<file path="src/rtl/snd_regbus.sv">
module snd_regbus #(
  parameter int NVOICE   = 3,
  parameter int VREGS    = 7,
  parameter int TTL_INIT = 8192
) (
  input  logic                      clk,
  input  logic                      rst_n,
  input  logic                      wr_en,
  input  logic [4:0]                addr,
  input  logic [7:0]                wdata,
  input  logic [7:0]                osc3_in,
  input  logic [7:0]                env3_in,
  output logic [7:0]                rd_data,
  output logic [NVOICE*16-1:0]      freq_v,
  output logic [NVOICE*16-1:0]      pw_v,
  output logic [NVOICE*8-1:0]       ctrl_v,
  output logic [NVOICE*8-1:0]       atkdec_v,
  output logic [NVOICE*8-1:0]       susrel_v,
  output logic [15:0]               cutoff,
  output logic [7:0]                resrout,
  output logic [7:0]                modevol,
  output logic [NVOICE*VREGS+3:0]   reg_stb
);
  localparam int FBASE = NVOICE * VREGS;
  localparam int NREG  = FBASE + 4;
  localparam int TW    = $clog2(TTL_INIT + 1);
  localparam logic [4:0] A_POTA = 5'(NREG);
  localparam logic [4:0] A_POTB = 5'(NREG + 1);
  localparam logic [4:0] A_OSC  = 5'(NREG + 2);
  localparam logic [4:0] A_ENV  = 5'(NREG + 3);

  logic [NREG-1:0][7:0] regf;
  logic [7:0]           latch_q;
  logic [TW-1:0]        ttl_q;

  genvar g;
  generate
    for (g = 0; g < NREG; g++) begin : g_reg
      assign reg_stb[g] = wr_en && (addr == 5'(g));
      always_ff @(posedge clk or negedge rst_n)
        if (!rst_n)          regf[g] <= '0;
        else if (reg_stb[g]) regf[g] <= wdata;
    end
    for (g = 0; g < NVOICE; g++) begin : g_voice
      assign freq_v[16*g +: 16] = {regf[VREGS*g+1], regf[VREGS*g+0]};
      assign pw_v[16*g +: 16]   = {regf[VREGS*g+3], regf[VREGS*g+2]};
      assign ctrl_v[8*g +: 8]   = regf[VREGS*g+4];
      assign atkdec_v[8*g +: 8] = regf[VREGS*g+5];
      assign susrel_v[8*g +: 8] = regf[VREGS*g+6];
    end
  endgenerate

  assign cutoff  = {regf[FBASE+1], regf[FBASE]};
  assign resrout = regf[FBASE+2];
  assign modevol = regf[FBASE+3];

  always_ff @(posedge clk or negedge rst_n) begin
    if (!rst_n) begin
      latch_q <= '0;
      ttl_q   <= '0;
    end else if (wr_en) begin
      latch_q <= wdata;
      ttl_q   <= TW'(TTL_INIT);
    end else if (ttl_q != '0) begin
      ttl_q <= ttl_q - 1'b1;
      if (ttl_q == TW'(1)) latch_q <= '0;
    end
  end

  always_comb begin
    case (addr)
      A_POTA, A_POTB: rd_data = '0;
      A_OSC:          rd_data = osc3_in;
      A_ENV:          rd_data = env3_in;
      default:        rd_data = latch_q;
    endcase
  end

  a_r4_write_loads: assert property (@(posedge clk) disable iff (!rst_n)
    wr_en |=> (latch_q == $past(wdata)) && (ttl_q == TW'(TTL_INIT)));
  a_r5_countdown: assert property (@(posedge clk) disable iff (!rst_n)
    (!wr_en && ttl_q != '0) |=> ttl_q == $past(ttl_q) - 1'b1);
  a_r5_dead_latch_zero: assert property (@(posedge clk) disable iff (!rst_n)
    (ttl_q == '0) |-> latch_q == '0);
  a_r3_stb_onehot: assert property (@(posedge clk) disable iff (!rst_n)
    $onehot0(reg_stb));
  a_r3_stb_needs_write: assert property (@(posedge clk) disable iff (!rst_n)
    !wr_en |-> reg_stb == '0);
  a_r9_ro_write_stable: assert property (@(posedge clk) disable iff (!rst_n)
    (wr_en && addr >= 5'(NREG)) |=> $stable(regf));
  a_r6_pot_zero: assert property (@(posedge clk) disable iff (!rst_n)
    (addr == A_POTA || addr == A_POTB) |-> rd_data == '0);
  a_r7_live_osc: assert property (@(posedge clk) disable iff (!rst_n)
    (addr == A_OSC) |-> rd_data == osc3_in);
  a_r7_live_env: assert property (@(posedge clk) disable iff (!rst_n)
    (addr == A_ENV) |-> rd_data == env3_in);
endmodule

</file>
<file path="config.mk">
export PLATFORM = sky130hd
export DESIGN_NAME = snd_regbus
export DESIGN_NICKNAME = d
export VERILOG_FILES = /design/src/rtl/snd_regbus.sv
export SDC_FILE = /design/constraint.sdc
export NUM_CORES = 1
export LEC_CHECK = 0
export ABC_AREA = 1
export BUFFER_PORTS_ARGS = -buffer_cell sky130_fd_sc_hd__buf_2
export CORE_MARGIN = 10
export CORE_UTILIZATION = 45
export DETAILED_ROUTE_END_ITERATION = 10
export GPL_ROUTABILITY_DRIVEN = 0
export PLACE_DENSITY_LB_ADDON = 0.2
export SYNTH_ARGS = -nofsm -noshare
export SYNTH_HDL_FRONTEND = slang
export SYNTH_SLANG_ARGS = --single-unit
</file>
<file path="constraint.sdc">
create_clock -name clk -period 1.65 [get_ports clk]
set_input_delay 0.33 -clock clk [delete_from_list [all_inputs] [get_ports clk]]
set_output_delay 0.33 -clock clk [all_outputs]
set_load 0.005 [all_outputs]
</file>
==> qor.txt <==
Post-synthesis compound-gate area fraction -> 12.55%
HP Class -> in -> reg
Starting Density -> 46.06%
Final #Nets -> 1267
Switching Share -> 28.69%
Pre-antenna DRT Iters -> 5
# Max-Cap Violations -> 0
Syn_nets -> 956
RSZ-0062 raised after global routing -> true
Site Rows -> 50
CP max FO -> 8
Dominant combinational cell family by area after synthesis -> simple AND/OR/NAND/NOR gates
Final setup vio count -> 8
Xor/xnor share of the synthesized area -> 0%
Port Buffers -> 264
IR drop worst, VDD -> 0.8362 mV
Clk sinks -> 222
Fin Setup TNS -> -0.2065 ns
Sw power -> 0.004342 W
Final WL -> 27900 um
Post-Route Utilization -> 61.69%
CTS Buf Count -> 23
Synth unique cells -> 25
Finished Cell Area -> 0.01162 sq mm
CTS tree -> done
Worst slew pin tran -> 0.4943 ns
Yosys reg bits -> 222
Die area -> 0.02523 sq mm
Die width -> 158.8 um
Outcome -> finished with violations
Cell Area, Synth -> 0.008673 sq mm
Die height -> 158.8 um
Final hold viol count -> 0
H-tree levels -> 1
Slew headroom -> 67.05%
Total gr overflow -> 0
Clock root cell -> clkbuf_16
F_max -> 592.5 MHz
Adder-Cell Fraction of Synth Area -> 0.2885%
Largest cells by area after synthesis -> dfrtp_1 (64%), nand2_1 (12%), o21ai_0 (10%)
Post-DP Area -> 0.01071 sq mm
Failing checks -> setup timing
Iteration-0 DRC Markers -> 592
Kind of critical path -> in -> out
Core Area -> 0.01883 sq mm
Post-Route Skew -> 0.004305 ns
Critical Path Sink Type -> output pin
Avg WL per Cell -> 18.47 um
Initial antenna violation count -> 1
Syn. warnings -> 0
CP arrival -> 1.36 ns
Simple-gate share of the synthesized area -> 18.03%
Overall power -> 0.01513 W
PD cells -> 1303 mW/mm^2
Vias -> 7421
Reg clk slew, reported paths -> 0.06 ns
Routed Antenna Nets -> 0
Combinational power share -> 19.8%
Post-DP HPWL -> 20240 um
Crit path launch type -> primary input
Register area share after synthesis -> 64.05%
Layout cells sized above 1 -> 33.09%
P_int -> 0.01079 W
Required @ worst endpoint -> 1.32 ns
Commonest non-fill, non-tap cells in the layout -> nand2_1 (275), buf_2 (261), dfrtp_1 (222)
Via-to-Cell Ratio -> 4.911
Post-synthesis mux area share -> 0%
Synth Instances -> 922
Area Overhead vs Synth -> 33.93%
Sequential share of power -> 47.0%
Clk Latency, worst-skew pair -> 0.50 ns
Fillers -> 1606
Clk pwr share -> 33.3%
Global-route wire length before repair -> 44150 um
Multi-input gate area -> 0.002790 sq mm
Post-synth top area cell -> dfrtp_1
Slew Viols, Final -> 0
Fin crit period -> 1.688 ns
Largest net degree at the start of global routing -> 50
Vias in the first global route -> 7665
Tcrit/Tclk final -> 102.3%
Dpl ws -> 0.002242 ns
Top-area cell type share of the netlist area -> 64.05%
Clock Tree Buf Depth -> 3
Io pins -> 265
Syn Area/Cell -> 9.407 sq um
FF/Latch Area -> 0.005555 sq mm
GRT Total Usage -> 21.55%
PnR worst setup slack -> -0.03771 ns
Leakage power -> 6.420 nW
Commonest non-fill, non-tap cell in the layout -> nand2_1
Residual DRC -> 0
-- worst paths after layout --
kind / startpoint / slack, ns / depth (start not counted) / to
worst min register to register: pw_v[23]$_DFFE_PN0P_ / 0.48 / 2 / pw_v[23]$_DFFE_PN0P_
worst min-delay path: wdata[4] / 0.05 / 3 / latch_q[4]$_DFFE_PN0P_
max in group asynchronous: rst_n / 0.70 / 3 / resrout[2]$_DFFE_PN0P_
worst max register to register: ttl_q[1]$_DFFE_PN0P_ / 0.18 / 9 / latch_q[6]$_DFFE_PN0P_
min in group asynchronous: rst_n / 0.37 / 2 / susrel_v[15]$_DFFE_PN0P_
worst max-delay path: addr[0] / -0.04 / 8 / rd_data[3]
-- power by group through the flow --
stage               registers, W  clock network [W]  logic, W
global route             0.00723            0.00538   0.00341
finish                   0.00711            0.00503   0.00299
floorplan                0.00717                  0   0.00119
CTS                      0.00710            0.00512   0.00303
detailed placement       0.00717                  0   0.00302
global placement         0.00716                  0   0.00293
-- final cells by class --
| cell class | instances | area share, % |
|---|---|---|
| antenna | 3 | 0.06463 |
| tap | 260 | 2.801 |
| clock inverter | 7 | 0.5924 |
| multi-input combinational | 592 | 24.02 |
| sequential | 222 | 47.82 |
| timing repair buffer | 330 | 16.88 |
| clock buffer | 33 | 5.709 |
| inverter | 64 | 2.111 |
-- metrics by stage --
step / instances / hold slack [ns]
3_5_place_dp: 1465 / 0.3380
2_1_floorplan: 922 / 0.03441
3_3_place_gp: 1465 / 0.3324
4_1_cts: 1506 / 0.03169
6_report: 1511 / 0.04660
5_1_grt: 1509 / 0.05240
-- state kept, by name, indices dropped and copies added, names as in the netlist --
signal    count
ttl_q        14
pw_v         48
atkdec_v     24
susrel_v     24
ctrl_v       24
freq_v       48
resrout       8
cutoff       16
modevol       8
latch_q       8
-- cell families (layout without fill, tap and decap cells) --
family	after synthesis	count (layout)
other	0	3
and+or+nand+nor	382	382
DFF	222	222
AOI/OAI and AO/OA	208	208
adders and majority gates	2	2
buffers and inverters	108	434
-- routing by layer --
metal / global-route usage (%) / part of all wire, % / wire length [um]
met4: 5.485 / 1.6 / 449
met2: 35.93 / 48 / 13530
met5: 0 / 0 / 0
met1: 27.24 / 42 / 11850
met3: 5.680 / 7.4 / 2075
-- synthesized netlist by cell type (all sizes together) --
| library cell | n |
|---|---|
| nor2 | 41 |
| o21bai | 2 |
| o21ai | 187 |
| nor3 | 2 |
| nand2 | 289 |
| clkbuf | 25 |
| dfrtp | 222 |
| nand4 | 4 |
| inv | 64 |
| buf | 19 |
| a21oi | 2 |
| or2 | 3 |
| o21a | 16 |
| a21o | 1 |
| ha | 2 |
| nand3 | 43 |
-- timing repair --
item	in CTS	in global routing
hold buffers	1	0
resized for setup	0	39
endpoints found under the hold margin	41	0
setup endpoints to repair	0	39
buffers inserted	0	2
-- worst max-delay path: stages --
cell and delay, ns:
buf_8 0.10, nor2_4 0.13, inv_4 0.06, nor3_4 0.28
buf_6 0.21, nand2_2 0.07, nand3_2 0.06, buf_2 0.11
(Power assumes the default switching activity.)
